<file path="config.mk">
export PLATFORM = sky130hd
export DESIGN_NAME = rx_cell_filter
export DESIGN_NICKNAME = d
export VERILOG_FILES = /design/src/rtl/rxf_pkg.sv /design/src/rtl/rxf_classify.sv /design/src/rtl/rxf_cell_buf.sv /design/src/rtl/rxf_drain.sv /design/src/rtl/rx_cell_filter.sv
export SDC_FILE = /design/constraint.sdc
export NUM_CORES = 1
export LEC_CHECK = 0
export ABC_AREA = 1
export BUFFER_PORTS_ARGS = -buffer_cell sky130_fd_sc_hd__buf_2
export CAP_MARGIN = 20
export CORE_UTILIZATION = 50
export DETAILED_ROUTE_END_ITERATION = 16
export PLACE_DENSITY_LB_ADDON = 0.08
export SETUP_SLACK_MARGIN = 0.02
export SKIP_LAST_GASP = 1
export SYNTH_ARGS = -nofsm -noshare
export SYNTH_HDL_FRONTEND = slang
export SYNTH_SLANG_ARGS = --single-unit
</file>
<file path="constraint.sdc">
create_clock -name clk -period 4.9 [get_ports clk]
set_input_delay 0.735 -clock clk [delete_from_list [all_inputs] [get_ports clk]]
set_output_delay 0.735 -clock clk [all_outputs]
set_load 0.01 [all_outputs]
</file>
<file path="src/rtl/rxf_pkg.sv">
package rxf_pkg;
  localparam int BYTE_W    = 8;
  localparam int HDR_BYTES = 4;

  typedef enum logic {
    ST_FILL  = 1'b0,
    ST_DRAIN = 1'b1
  } rxf_state_e;

  // Header bits that must be zero at byte position pos for an idle cell.
  function automatic logic hdr_byte_clear(input logic [BYTE_W-1:0] b, input int pos);
    if (pos < HDR_BYTES - 1) return (b == '0);
    else if (pos == HDR_BYTES - 1) return (b[BYTE_W-1:BYTE_W/2] == '0);
    else return 1'b1;
  endfunction
endpackage

</file>
<file path="src/rtl/rxf_classify.sv">
module rxf_classify
  import rxf_pkg::*;
#(
  parameter int CELL_BYTES = 53,
  localparam int IDX_W = $clog2(CELL_BYTES + 1)
) (
  input  logic              clk,
  input  logic              rst_n,
  input  logic              take,
  input  logic [BYTE_W-1:0] data,
  input  logic              sop,
  input  logic              eop,
  input  logic              cmd_err,
  input  logic              hec_err,
  input  logic              hec_chk,
  output logic              wr_en,
  output logic [IDX_W-1:0]  wr_idx,
  output logic              done,
  output logic              err,
  output logic              idle,
  output logic [IDX_W-1:0]  done_len
);
  localparam logic [IDX_W-1:0] FULL_CNT = IDX_W'(CELL_BYTES);
  localparam logic [IDX_W-1:0] HDR_CNT  = IDX_W'(HDR_BYTES);

  logic             open_q, open_d;
  logic [IDX_W-1:0] cnt_q, cnt_d;
  logic             idle_q, idle_d;
  logic             active;
  logic [IDX_W-1:0] idx, new_cnt;
  logic             idle_next, short_cell;

  always_comb begin
    active     = take && (sop || open_q);
    idx        = sop ? '0 : cnt_q;
    new_cnt    = (idx < FULL_CNT) ? idx + 1'b1 : idx;
    idle_next  = (sop ? 1'b1 : idle_q) && hdr_byte_clear(data, int'(idx));
    wr_en      = active && (idx < FULL_CNT);
    wr_idx     = idx;
    done       = active && eop;
    short_cell = new_cnt < FULL_CNT;
    err        = short_cell || cmd_err || (hec_err && hec_chk);
    idle       = idle_next && (new_cnt >= HDR_CNT);
    done_len   = new_cnt;
    open_d     = open_q;
    cnt_d      = cnt_q;
    idle_d     = idle_q;
    if (active) begin
      open_d = !eop;
      cnt_d  = new_cnt;
      idle_d = idle_next;
    end
  end

  always_ff @(posedge clk or negedge rst_n) begin
    if (!rst_n) begin
      open_q <= 1'b0;
      cnt_q  <= '0;
      idle_q <= 1'b0;
    end else begin
      open_q <= open_d;
      cnt_q  <= cnt_d;
      idle_q <= idle_d;
    end
  end

  a_r3_cnt_bound: assert property (@(posedge clk) disable iff (!rst_n)
    cnt_q <= FULL_CNT);
  a_r10_no_store_closed: assert property (@(posedge clk) disable iff (!rst_n)
    (!open_q && !sop) |-> !wr_en);
endmodule

</file>
<file path="src/rtl/rxf_cell_buf.sv">
module rxf_cell_buf
  import rxf_pkg::*;
#(
  parameter int CELL_BYTES = 53,
  localparam int IDX_W = $clog2(CELL_BYTES + 1)
) (
  input  logic              clk,
  input  logic              wr_en,
  input  logic [IDX_W-1:0]  wr_idx,
  input  logic [BYTE_W-1:0] wr_data,
  input  logic [IDX_W-1:0]  rd_idx,
  output logic [BYTE_W-1:0] rd_data
);
  logic [BYTE_W-1:0]     mem [CELL_BYTES];
  logic [CELL_BYTES-1:0] wen;

  for (genvar e = 0; e < CELL_BYTES; e++) begin : g_wdec
    assign wen[e] = wr_en && (wr_idx == IDX_W'(e));
  end

  always_ff @(posedge clk) begin
    for (int e = 0; e < CELL_BYTES; e++) begin
      if (wen[e]) mem[e] <= wr_data;
    end
  end

  always_comb begin
    rd_data = '0;
    for (int e = 0; e < CELL_BYTES; e++) begin
      if (rd_idx == IDX_W'(e)) rd_data = mem[e];
    end
  end
endmodule

</file>
<file path="src/rtl/rxf_drain.sv">
module rxf_drain
  import rxf_pkg::*;
#(
  parameter int CELL_BYTES = 53,
  localparam int IDX_W = $clog2(CELL_BYTES + 1)
) (
  input  logic             clk,
  input  logic             rst_n,
  input  logic             start,
  input  logic [IDX_W-1:0] start_len,
  input  logic             fifo_full,
  output logic             in_ready,
  output logic             fifo_wr,
  output logic             fifo_sop,
  output logic             fifo_eop,
  output logic [IDX_W-1:0] rd_idx
);
  rxf_state_e       state_q, state_d;
  logic [IDX_W-1:0] rd_q, rd_d;
  logic [IDX_W-1:0] len_q, len_d;
  logic             last;

  always_comb begin
    last     = (rd_q == len_q - 1'b1);
    in_ready = (state_q == ST_FILL);
    fifo_wr  = (state_q == ST_DRAIN) && !fifo_full;
    fifo_sop = (state_q == ST_DRAIN) && (rd_q == '0);
    fifo_eop = (state_q == ST_DRAIN) && last;
    rd_idx   = rd_q;
    state_d  = state_q;
    rd_d     = rd_q;
    len_d    = len_q;
    case (state_q)
      ST_FILL: if (start) begin
        state_d = ST_DRAIN;
        rd_d    = '0;
        len_d   = start_len;
      end
      default: if (fifo_wr) begin
        if (last) state_d = ST_FILL;
        else      rd_d    = rd_q + 1'b1;
      end
    endcase
  end

  always_ff @(posedge clk or negedge rst_n) begin
    if (!rst_n) begin
      state_q <= ST_FILL;
      rd_q    <= '0;
      len_q   <= '0;
    end else begin
      state_q <= state_d;
      rd_q    <= rd_d;
      len_q   <= len_d;
    end
  end

  a_r8_no_write_full: assert property (@(posedge clk) disable iff (!rst_n)
    fifo_full |-> !fifo_wr);
  a_r8_hold_index: assert property (@(posedge clk) disable iff (!rst_n)
    (state_q == ST_DRAIN && fifo_full) |=> $stable(rd_q));
  a_r1_stay_busy: assert property (@(posedge clk) disable iff (!rst_n)
    (fifo_wr && !fifo_eop) |=> !in_ready);
  a_r2_back_to_fill: assert property (@(posedge clk) disable iff (!rst_n)
    (fifo_wr && fifo_eop) |=> in_ready);
endmodule

</file>
<file path="src/rtl/rx_cell_filter.sv">
module rx_cell_filter
  import rxf_pkg::*;
#(
  parameter int CELL_BYTES = 53,
  localparam int IDX_W = $clog2(CELL_BYTES + 1)
) (
  input  logic              clk,
  input  logic              rst_n,
  input  logic              cfg_drop_err,
  input  logic              cfg_drop_idle,
  input  logic              cfg_hec_chk,
  input  logic              in_valid,
  output logic              in_ready,
  input  logic [BYTE_W-1:0] in_data,
  input  logic              in_sop,
  input  logic              in_eop,
  input  logic              in_cmd_err,
  input  logic              in_hec_err,
  output logic              fifo_wr,
  output logic [BYTE_W-1:0] fifo_data,
  output logic              fifo_sop,
  output logic              fifo_eop,
  input  logic              fifo_full,
  output logic              cell_err_evt
);
  logic [1:0]       rst_sync;
  logic             rst_q;
  logic             take;
  logic             buf_we;
  logic [IDX_W-1:0] buf_widx, rd_idx, done_len;
  logic             done, err, idle, keep, start;
  logic             evt_q, evt_d;

  // Asynchronous assertion, synchronous release.
  always_ff @(posedge clk or negedge rst_n) begin
    if (!rst_n) rst_sync <= 2'b00;
    else        rst_sync <= {rst_sync[0], 1'b1};
  end
  assign rst_q = rst_sync[1];

  assign take = in_valid && in_ready;

  rxf_classify #(.CELL_BYTES(CELL_BYTES)) u_class (
    .clk      (clk),
    .rst_n    (rst_q),
    .take     (take),
    .data     (in_data),
    .sop      (in_sop),
    .eop      (in_eop),
    .cmd_err  (in_cmd_err),
    .hec_err  (in_hec_err),
    .hec_chk  (cfg_hec_chk),
    .wr_en    (buf_we),
    .wr_idx   (buf_widx),
    .done     (done),
    .err      (err),
    .idle     (idle),
    .done_len (done_len)
  );

  rxf_cell_buf #(.CELL_BYTES(CELL_BYTES)) u_buf (
    .clk     (clk),
    .wr_en   (buf_we),
    .wr_idx  (buf_widx),
    .wr_data (in_data),
    .rd_idx  (rd_idx),
    .rd_data (fifo_data)
  );

  always_comb begin
    keep  = !((err && cfg_drop_err) || (idle && cfg_drop_idle));
    start = done && keep;
    evt_d = done && err;
  end

  rxf_drain #(.CELL_BYTES(CELL_BYTES)) u_drain (
    .clk       (clk),
    .rst_n     (rst_q),
    .start     (start),
    .start_len (done_len),
    .fifo_full (fifo_full),
    .in_ready  (in_ready),
    .fifo_wr   (fifo_wr),
    .fifo_sop  (fifo_sop),
    .fifo_eop  (fifo_eop),
    .rd_idx    (rd_idx)
  );

  always_ff @(posedge clk or negedge rst_q) begin
    if (!rst_q) evt_q <= 1'b0;
    else        evt_q <= evt_d;
  end
  assign cell_err_evt = evt_q;

  a_r7_evt_follows_eop: assert property (@(posedge clk) disable iff (!rst_q)
    cell_err_evt |-> $past(in_valid && in_ready && in_eop));
  a_r1_no_store_busy: assert property (@(posedge clk) disable iff (!rst_q)
    !in_ready |-> !buf_we);
  a_r8_data_held: assert property (@(posedge clk) disable iff (!rst_q)
    (!in_ready && fifo_full) |=> $stable(fifo_data));
endmodule

</file>
# == After elaboration in Yosys (flattened, before gate mapping) ==
# Memories as Yosys holds them, arrays and structs flattened.
# Cells that the tools add are included.
# classes
add_sub_neg,3
mul,0
div_mod_pow,0
magnitude_cmp,4
n_eq_ne,108
n_shift,0
muxes,328
bitwise,1
n_reduce_logical,133
# ops
cell,count
$mux 8,105
$reduce_or 8->1,52
$mux 6,58
$eq 6x6->1 const B,42
$eq 6x5->1 const B,32
$mux 1,165
$eq 6x4->1 const B,16
$logic_and 1x1->1,67
$eq 6x3->1 const B,9
$eq 6x2->1 const B,4
$add 6x1->6 const B,2
$eq 6x1->1 const B,2
$logic_not 6->1,2
$lt 6x6->1 const B,2
$logic_not 8->1,1
$eq 6x6->1,1
$ge 6x3->1 const B,1
$lt 6x2->1 const B,1
$sub 6x1->6 const B,1
$logic_not 4->1,1
$logic_or 1x1->1,4
$ne 2x2->1 const B,2
$logic_not 1->1,3
$reduce_and 3->1,1
other kinds (3),3
# word_totals
regBits,24
latchBits,0
mem_bits_rw,424
mem_bits_ro,0
inputBits,19
out_inout_bits,13
word_cells,586
n_memories,1
# memory_table
name,words,width,rd,rd_clocked_by_memory_dff,wr,line_no,source
u_buf.mem,53,8,53,0,1,rxf_cell_buf.sv:14,logic [BYTE_W-1:0] mem [CELL_BYTES];

# == Longest topological paths before layout ==
# Gate-level depths: netlist (run 1).
# logic_depth
depth_word,60
depth_mapped,58
mapped_depth_nobuf,58

# == Hierarchy ==
# A second synthesis (run 1) with hierarchy kept.
# unflattened
cells_unflattened,1705
area_unflattened_um2,18914.4
# by_module_without_submodules
mod,n_inst,cells_each,area_each_um2,seq_area_each_um2
rxf_cell_buf,1,1457,17186.5,12732.2
rxf_drain,1,130,902.1,325.3
rxf_classify,1,105,713.2,200.2
rx_cell_filter,1,13,112.6,75.1

# == Worst setup path before layout (run 1) ==
# OpenSTA, ideal clock, no wires.
# synth_path
path_kind,register -> output
startpoint,register u_drain.rd_q[0] (netlist: u_drain.rd_idx[0])
endpoint,output port fifo_data[5]
t_arrival_ns,4.078
required_time_ns,4.165
slack_ns,0.087
stages_incl_launch_ff,56
path_buffers,1
cell_sequence,dfrtp_1 -> inv_1 -> ha_1 -> nand3_1 -> buf_2 -> or2_0 -> nand3_1 -> nand2_1 -> nand2_1 -> nand2_1 -> nand2_1 -> nand3_1 -> nand2_1 -> nand3_1 -> nand3_1 -> nand3_1 -> nand2_1 -> nand3_1 -> [... 20 more ...] -> nand3_1 -> nand3_1 -> nand2_1 -> nand3_1 -> nand3_1 -> nand3_1 -> nand2_1 -> nand3_1 -> nand3_1 -> nand3_1 -> nand2_1 -> nand3_1 -> nand2_1 -> nand2_1 -> nand2_1 -> nand2_1 -> nand3_1 -> nand3_1
# synth_via
elab_chain_cells,54
elab_cells_between_ends,106
classes_between,eq/ne (52); mux (53); reduce/logical (1)
# synth_rtl
item,line_no,source
from (decl),rxf_drain.sv:19,"logic [IDX_W-1:0] rd_q, rd_d;"
from (signal assigned),rxf_drain.sv:53,rd_q <= rd_d;
$logic_not 6->1,rxf_cell_buf.sv:30,if (rd_idx == IDX_W'(e)) rd_data = mem[e];
$mux 8 (52 in series),rxf_cell_buf.sv:30,
$mux 8 *,rxf_cell_buf.sv:30,
to (decl),rx_cell_filter.sv:20,"output logic [BYTE_W-1:0] fifo_data,"
# Mark *: on every way between the ends. The rest lies on a longest branch, timed or not.

# == Final worst setup path (run 1) ==
# layout_path
startpoint,register u_drain.rd_q[2] (netlist: u_drain.rd_idx[2])
endpoint,output port fifo_data[2]
# Same word-level chain as after synthesis.

==> impl_results.md, run 1 <==
- Max Clock Freq: 151.9 MHz
- Vias: 13,271
- Vias/cell: 5.283
- Clk_lat worst skew: 0.58 ns
- Share of the synthesized area in the top cell type: 65.72%
- Drt total wl: 49,020 um
- Die area: 39,540 um^2
- Drt first pass iters: 5
- Ant. Diodes: 0
- Switching share of power: 35.95%
- Endpoints failing hold: 0
- Crit. End Element: output port
- Final min period: 6.582 ns
- Crit share post-route: 134.3%
- Total power: 0.01268 W
- Flops & latches, synth: 448
- Total negative setup slack: -12.36 ns
- Die Ht: 198.8 um
- Layout area overhead: 18.03%
- # setup viols final: 8
- Startpoint Class: register
- Post-Layout Cell Count: 2,512
- Internal power: 0.008120 W
- Post-Synthesis Cell Area: 19,370 um^2
- Synthesis Warnings: 0
- Final setup margin: -1.682 ns
- Gr usage total: 25.51%
- Placed Cells: 2,415
- Util after Layout: 60.28%
- Nets: 1,995
- Hold path depth: 0
- Filler instances: 3,201
- DRC Markers: 0
- Io pins: 32
- Area leader, netlist: edfxtp_1
- Area of the multi-input gates: 5487 um^2
- Root Buffer: clkbuf_16
- Avg Synthesized Cell Area: 10.98 um^2
- Port-buffer cells: 31
- DP Wirelength: 32,940 um
- Post-DRT Antenna Nets: 0
- Global placement routability congestion: 0.8985
- CTS Buf Count: 47
- Cell variety after synth: 42
- Critical Path RT: 4.16 ns
- Number of global-route vias before repair: 13,084
- Global-route wire length before repair: 75,070 um
- Synthesized Nets: 1,793
- Cells after Synth: 1,764
- Worst vdd ir: 0.5343 mV
- Mean routed wirelength per cell: 19.52 um
- Storage cell area: 13,330 um^2
- Ys flop type: edfxtp_1
- Layout cells sized above 1: 19.79%
- H-tree level count: 2
- Area contributors post-synth: edfxtp_1 (66%), nand2_1 (9.7%), nor2_1 (3.6%), nand3_1 (3.4%), dfrtp_1 (3.1%)
- Cells on worst reg2reg path: 14
- Data arrival, critical path: 5.85 ns
- Maximum capacitance violations: 0
- Most used cell, CP: nand3_1
- Largest net degree at the start of global routing: 54
- Sw power: 0.004558 W
- Pwr Density: 554.4 nW/um^2
- Seq pwr share: 34.3%
- Violated checks: setup timing
- Clock-pin slew on the worst setup and hold paths: 0.06 ns
- Gr ovfl total: 0
- Die span in x: 198.8 um
- Relative slew slack: 34.71%
- CTS tree: done
- Final Skew: 0.02570 ns
- Status: finished, violations left
- Worst-margin pin slew: 0.9757 ns
- Max clock buf depth: 3
- Antenna violations before repair: 2
- Share of power burned in combinational logic: 39.1%
- Starting Density: 51.07%
- CP peak stage delay: 0.43 ns
- RSZ-0062 raised after global routing: true
- Core area: 37,930 um^2
- Share of flip-flops with an asynchronous set or reset: 5.357%
- Worst Hold Class: register to register
- Place WS: -1.345 ns
- Crit-path slowest cell: dfrtp_1
- Clock power share: 26.7%
- Critical path class: register to output port
- Initial drt markers: 1,093
- Post-synthesis sequential area ratio: 68.82%
- Num rows: 71
- Crit-path max FO: 11
- Flop-to-flop setup slack: 1.58 ns
- Post-synth EDFFs: 424
- Lkg Pwr: 8.577 nW
- Sink Count: 448
- Final Slew Violations: 0
placed cells by master (no fill, tap or decap), drive strengths merged:
cell / netlist / layout
xor2: 13 / 13
clkinv: 8 / 21
a221oi: 1 / 1
xnor2: 3 / 3
clkbuf: 14 / 64
dfrtp: 24 / 24
nand4: 18 / 18
a2111oi: 1 / 1
or2: 63 / 63
o211ai: 16 / 16
o21ai: 80 / 80
ha: 10 / 10
a21oi: 61 / 61
inv: 146 / 149
nor4: 1 / 1
o221ai: 5 / 5
nand2: 508 / 508
edfxtp: 424 / 424
o21bai: 2 / 2
a41oi: 1 / 1
dlygate4sd3: 0 / 1
a31oi: 6 / 6
or4: 1 / 1
nand3: 132 / 132
nor2: 201 / 201
nor3: 7 / 7
bufinv: 3 / 6
buf: 14 / 180
conb: 1 / 1
clkinvlp: 0 / 1
timing repair:
item | CTS | global route
setup buffers | 8 | 4
hold endpoints to repair | 2 | 0
pin swaps | 50 | 78
hold buffers | 1 | 0
setup endpoints to repair | 8 | 8
resized for setup | 44 | 38
Yosys cell counts (5+ instances only):
| master | instances |
|---|---|
| a21oi_1 | 61 |
| a31oi_1 | 6 |
| buf_2 | 6 |
| buf_6 | 7 |
| clkbuf_1 | 14 |
| clkinv_1 | 7 |
| dfrtp_1 | 24 |
| edfxtp_1 | 424 |
| ha_1 | 10 |
| inv_1 | 139 |
| nand2_1 | 502 |
| nand3_1 | 132 |
| nand4_1 | 18 |
| nor2_1 | 185 |
| nor2_2 | 6 |
| nor2_4 | 8 |
| nor3_1 | 7 |
| o211ai_1 | 16 |
| o21ai_0 | 62 |
| o21ai_1 | 18 |
| o221ai_1 | 5 |
| or2_2 | 60 |
| xor2_1 | 13 |
final timing paths:
| kind | startpoint | endpoint |
|---|---|---|
| hold reg to reg | rst_sync[0] | rst_sync[1] |
| hold / removal | rst_sync[0] | rst_sync[1] |
| min in group asynchronous | rst_sync[1] | u_drain.rd_idx[0] |
| max in group asynchronous | rst_sync[1] | u_class.cnt_q[5] |
| setup / recovery | u_drain.rd_idx[2] | fifo_data[2] |
| setup reg to reg | u_class.cnt_q[3] | u_drain.len_q[5] |
per-layer routing:
layer / wire length [um] / GRT usage, %
met5: 0 / 0
met4: 1591 / 9.060
met1: 22090 / 35.54
met3: 2462 / 2.950
met2: 22880 / 41.48
flip-flops by register name, summed over array words and instances (netlist names):
name             count
cell_err_evt         1
rst_sync             2
u_buf.mem          424
u_class.cnt_q        6
u_class.idle_q       1
u_class.open_q       1
u_drain.len_q        6
u_drain.rd_idx       6
u_drain.state_q      1
area by class of cell:
| type | instances | area share (%) |
|---|---|---|
| sequential | 448 | 58.31 |
| timing repair buffer | 181 | 5.822 |
| inverter | 157 | 2.818 |
| clock buffer | 64 | 5.466 |
| clock inverter | 20 | 0.7989 |
| tap | 511 | 2.796 |
| multi-input combinational | 1131 | 23.99 |
per-stage QoR:
step	hold slack, ns	instance area, um^2
floorplan	0.2803	19370
global placement	0.3345	21050
detailed placement	0.3378	21050
CTS	0.3614	22690
global route	0.3820	22870
finish	0.3615	22870
critical path: cells and delay by family, from the launching register on:
family | cells | cell delay, ns
and+or+nand+nor | 54 | 4.26
buffers and inverters | 4 | 0.57
DFF | 1 | 0.43
power groups by stage:
stage / clock network (W) / logic (W) / registers (W)
final: 0.00338 / 0.00495 / 0.00435
after global routing: 0.00358 / 0.00557 / 0.00435
after CTS: 0.00344 / 0.00482 / 0.00434
after detailed placement: 0 / 0.00455 / 0.00442
after global placement: 0 / 0.00454 / 0.00442
after floorplan: 0 / 0.00279 / 0.00442
cells by family after synthesis:
group / synth area share, %
compound gates: 4.895
fa+ha+maj: 0.6458
xor+xnor: 0.7234
simple gates: 20.70
buf+inv: 4.198
other cells: 0.01936
flops: 68.82
(Power assumes the default switching activity.)
==> run 2: changes to the inputs <==
--- a/config.mk
+++ b/config.mk
@@ -9,8 +9,9 @@
 export BUFFER_PORTS_ARGS = -buffer_cell sky130_fd_sc_hd__buf_2
 export CAP_MARGIN = 20
 export CORE_UTILIZATION = 50
+export CTS_CLUSTER_SIZE = 10
 export DETAILED_ROUTE_END_ITERATION = 16
-export PLACE_DENSITY_LB_ADDON = 0.08
+export PLACE_DENSITY = 0.68
 export SETUP_SLACK_MARGIN = 0.02
 export SKIP_LAST_GASP = 1
 export SYNTH_ARGS = -nofsm -noshare
==> impl_results.md, run 2 (same netlist as run 1, synthesis figures left out) <==
- Status: finished, violations left
- Violated checks: setup timing
- DRC Markers: 0
- Die span in x: 198.8 um
- Most frequent cells in the layout: nand2_1 (496), edfxtp_1 (424), nor2_1 (183)
- Startpoint Class: register
- Ant. Diodes: 0
- Gr usage total: 25.06%
- Relative slew slack: 37.41%
- Vias: 13,338
- CTS Buf Count: 50
- Place WS: -1.214 ns
- Worst vdd ir: 0.5243 mV
- Worst-margin pin slew: 0.9354 ns
- Global placement routability congestion: 0.9500
- Most used cell, CP: nand3_1
- Data arrival, critical path: 5.79 ns
- Root Buffer: clkbuf_16
- Vias/cell: 5.291
- Starting Density: 51.07%
- CP peak stage delay: 0.44 ns
- Clock-pin slew on the worst setup and hold paths: 0.06 ns
- Global-route wire length before repair: 74,370 um
- Final setup margin: -1.627 ns
- Layout area overhead: 18.12%
- DP Wirelength: 32,530 um
- # setup viols final: 8
- Layout cells sized above 1: 18.56%
- Crit-path max FO: 6
- Drt first pass iters: 5
- Nets: 1,998
- Port-buffer cells: 31
- Top reg by flops: u_buf.mem
- Reg2reg end: u_drain.rd_idx[3]
- Final Slew Violations: 0
- Max reg flops: 424
- Filler instances: 3,059
- Final Skew: 0.01030 ns
- Flop-to-flop setup slack: 1.36 ns
- Final min period: 6.527 ns
- Mean routed wirelength per cell: 19.15 um
- Io pins: 32
- Number of global-route vias before repair: 13,039
- Largest net degree at the start of global routing: 54
- Die Ht: 198.8 um
- Crit share post-route: 133.2%
- Max clock buf depth: 3
- Post-Layout Cell Count: 2,521
- Endpoints failing hold: 0
- Die area: 39,540 um^2
- Antenna violations before repair: 1
- Crit. End Element: output port
- Cells on worst reg2reg path: 16
- Crit-path slowest cell: dfrtp_2
- Lkg Pwr: 8.609 nW
- Drt total wl: 48,270 um
- Commonest non-fill, non-tap cell in the layout: nand2_1
- Post-DRT Antenna Nets: 0
- Num rows: 71
- Sink Count: 448
- Worst Hold Class: register to async pin
- Max Clock Freq: 153.2 MHz
- Reg-to-reg startpoint: u_class.cnt_q[3]
- Initial drt markers: 1,194
- Maximum capacitance violations: 0
- Placed Cells: 2,406
- RSZ-0062 raised after global routing: true
- Core area: 37,930 um^2
- Critical path class: register to output port
- Pwr Density: 549.3 nW/um^2
- CTS tree: done
- Critical Path RT: 4.16 ns
- H-tree level count: 2
- Gr ovfl total: 0
- Clk_lat worst skew: 0.56 ns
## run 2: cell types whose count changed in the layout (fill, tap and decap cells not counted), moves of 6 or more
| cell | change |
|---|---|
| clkbuf_1 | +24 |
| buf_4 | -7 |
| clkbuf_16 | +6 |
| nand2_1 | +24 |
| clkinv_1 | -8 |
| o21ai_1 | -9 |
| nand2_2 | -23 |
| buf_6 | +7 |
## run 2: layout make-up
type | count | area (um^2) | share of cell area (%)
clock buffers | 93 | 1476 | 6.452
repair buffers | 181 | 1350 | 5.899
well taps | 511 | 639.4 | 2.794
inverters | 157 | 640.6 | 2.799
multi-input cells | 1131 | 5444 | 23.79
flip-flops and latches | 448 | 13330 | 58.27
## run 2: stage by stage
step,power [W],hold WS [ns],util (%),instance area (um^2),TNS (ns)
finish,0.01257,0.07142,60.33,22880,-12.01
floorplan,0.007213,0.2803,-,19370,0
detailed placement,0.008815,0.3425,55.29,20970,-8.247
global placement,0.008761,0.3407,55.29,20970,-7.302
CTS,0.01239,0.3610,59.76,22670,-12.15
global route,0.01341,0.08262,60.33,22880,-17.24
## run 2: worst max path at each step
stage / startpoint / to / slack, ns
finish: u_drain.rd_idx[2] / fifo_data[5] / -1.63
global route: u_drain.rd_idx[2] / fifo_data[7] / -2.28
CTS: u_drain.rd_idx[3] / fifo_data[5] / -1.61
detailed placement: u_drain.rd_idx[0] / fifo_data[5] / -1.21
global placement: u_drain.rd_idx[0] / fifo_data[5] / -1.05
floorplan: u_drain.rd_idx[0] / fifo_data[5] / 0.09
## run 2: metal layers
| layer | vias to the layer above | global-route usage [%] | wire length, um |
|---|---|---|---|
| met1 | 6432 | 34.22 | 21010 |
| li1 | 6414 | - | - |
| met5 | - | 0 | 8 |
| met4 | 2 | 8.234 | 1374 |
| met3 | 90 | 3.713 | 2778 |
| met2 | 400 | 41.27 | 23100 |
## run 2: what timing repair did
item / CTS / global route
buffers inserted: 13 / 7
hold buffers: 1 / 0
endpoints found under the setup margin: 8 / 8
pin swaps: 8 / 37
hold endpoints to repair: 2 / 0
resized for setup: 33 / 36
## run 2: where the power goes
| part | total [W] | leakage (nW) | internal, W | switching (W) |
|---|---|---|---|---|
| sequential | 0.00435 | 4.12 | 0.00428 | 0.0000645 |
| combinational | 0.00481 | 3.79 | 0.00187 | 0.00294 |
| clock | 0.00341 | 0.700 | 0.00201 | 0.00141 |
## run 2: critical path: cells and delay by family (launching register included)
family,cells,cell delay (ns)
and+or+nand+nor,53,4.33
buffers and inverters,3,0.40
DFF,1,0.44
==> run 3: changes to the inputs <==
--- a/config.mk
+++ b/config.mk
@@ -8,10 +8,10 @@
 export ABC_AREA = 1
 export BUFFER_PORTS_ARGS = -buffer_cell sky130_fd_sc_hd__buf_2
 export CAP_MARGIN = 20
-export CORE_UTILIZATION = 50
+export CORE_UTILIZATION = 55
 export CTS_CLUSTER_SIZE = 10
 export DETAILED_ROUTE_END_ITERATION = 16
-export PLACE_DENSITY = 0.68
+export PLACE_DENSITY = 0.74
 export SETUP_SLACK_MARGIN = 0.02
 export SKIP_LAST_GASP = 1
 export SYNTH_ARGS = -nofsm -noshare
==> impl_results.md, run 3 (same netlist as run 1, synthesis figures left out) <==
- Drt total wl: 48,780 um
- Crit-path leading delay family: simple AND/OR/NAND/NOR gates
- Commonest non-fill, non-tap cell in the layout: nand2_1
- Die Ht: 189.7 um
- Root Buffer: clkbuf_16
- Crit-path slowest cell: dfrtp_1
- Worst hold slack: 0.08054 ns
- Max reg flops: 424
- Lkg Pwr: 8.682 nW
- Clk_lat worst skew: 0.57 ns
- Critical path class: register to output port
- Vias/cell: 5.497
- Util after Layout: 66.30%
- Number of global-route vias before repair: 13,694
- Crit-path max FO: 4
- Layout cells sized above 1: 19.62%
- Final min period: 6.685 ns
- H-tree level count: 2
- Initial drt markers: 1,455
- Top reg by flops: u_buf.mem
- Port-buffer cells: 31
- Violated checks: setup timing
- Most frequent cells in the layout: nand2_1 (489), edfxtp_1 (424), nor2_1 (184)
- Core area: 34,630 um^2
- Die span in x: 189.7 um
- Most used cell, CP: nand3_1
- Worst vdd ir: 0.4094 mV
- Global-route wire length before repair: 75,690 um
- DP Wirelength: 32,880 um
- Gr usage total: 27.67%
- CP peak stage delay: 0.39 ns
- Startpoint Class: register
- Ant. Diodes: 0
- Flop-to-flop setup slack: 1.04 ns
- Starting Density: 55.95%
- Sink Count: 448
- Io pins: 32
- Antenna violations before repair: 0
- Worst setup path startpoint: u_drain.rd_idx[2]
- Final Slew Violations: 0
- Reg2reg end: u_drain.rd_idx[3]
- Final Skew: 0.02495 ns
- Maximum capacitance violations: 0
- Crit share post-route: 136.4%
- Pwr Density: 554.8 nW/um^2
- Num rows: 68
- Max Clock Freq: 149.6 MHz
- Gr ovfl total: 0
- Vias: 13,622
- Buf/Inv on CP: 6
- Data arrival, critical path: 5.95 ns
- Drt first pass iters: 5
- Cells on worst reg2reg path: 16
- Clock-pin slew on the worst setup and hold paths: 0.06 ns
- Die area: 35,980 um^2
- CTS Buf Count: 50
- Worst-margin pin slew: 0.8879 ns
- Largest net degree at the start of global routing: 54
- Status: finished, violations left
- Relative slew slack: 40.59%
- Global placement routability congestion: 0.9813
- Post-DRT Antenna Nets: 0
- Critical Path RT: 4.16 ns
- Worst Hold Class: register to async pin
- Endpoints failing hold: 0
- DRC Markers: 0
- Crit. End Element: output port
- Nets: 2,011
- Max clock buf depth: 3
- Mean routed wirelength per cell: 19.68 um
- Reg-to-reg startpoint: u_class.cnt_q[0]
- RSZ-0062 raised after global routing: true
- # setup viols final: 8
- Layout area overhead: 18.51%
- CTS tree: done
- Final setup margin: -1.785 ns
- Total power: 0.01274 W
- Total negative setup slack: -12.76 ns
run 3: cell types whose count changed in the layout (fill, tap and decap cells not counted), sizes merged:
cell,before,now
inv,147,148
clkinv,8,9
bufinv,2,3
clkbuf,93,90
buf,180,193
run 3: layer usage:
metal / wire length, um / share of wire (%) / global-route usage (%)
met5: 0 / 0 / 0
met3: 2970 / 6.1 / 3.892
met4: 1257 / 2.6 / 8.778
met2: 24340 / 50 / 46.90
met1: 20210 / 41 / 37.02
run 3: timing repair:
action / 4_1_cts / 5_1_grt
pin swaps: 25 / 60
hold buffers: 1 / 0
resized for setup: 36 / 49
endpoints found under the setup margin: 8 / 8
setup buffers: 15 / 9
endpoints found under the hold margin: 2 / 0
cloned: 0 / 0
run 3: stage by stage:
| step | instances | area, um^2 | setup slack (ns) |
|---|---|---|---|
| floorplan | 1764 | 19370 | 0.08683 |
| finish | 2478 | 22960 | -1.785 |
| global placement | 2359 | 20980 | -1.067 |
| global route | 2478 | 22960 | -2.274 |
| detailed placement | 2359 | 20980 | -1.257 |
| CTS | 2468 | 22660 | -1.705 |
run 3: report_power, final:
part | leakage (nW) | internal, W | switching, W | total [W]
registers | 4.12 | 0.00428 | 0.0000686 | 0.00435
logic | 3.89 | 0.00199 | 0.00307 | 0.00506
clock network | 0.679 | 0.00192 | 0.00141 | 0.00333
run 3: worst max path at each step:
stage / to / cells after the start
2_1_floorplan: fifo_data[5] / 55
3_5_place_dp: fifo_data[3] / 57
5_1_grt: fifo_data[2] / 56
4_1_cts: fifo_data[3] / 57
3_3_place_gp: fifo_data[3] / 57
6_report: fifo_data[2] / 56
run 3: layout make-up:
cell class | count | area, um^2
sequential | 448 | 13330
fill | 2502 | 11670
multi-input combinational | 1131 | 5514
timing repair buffer | 194 | 1460
clock buffer | 90 | 1401
inverter | 157 | 646.9
tap | 455 | 569.3
clock inverter | 3 | 33.78
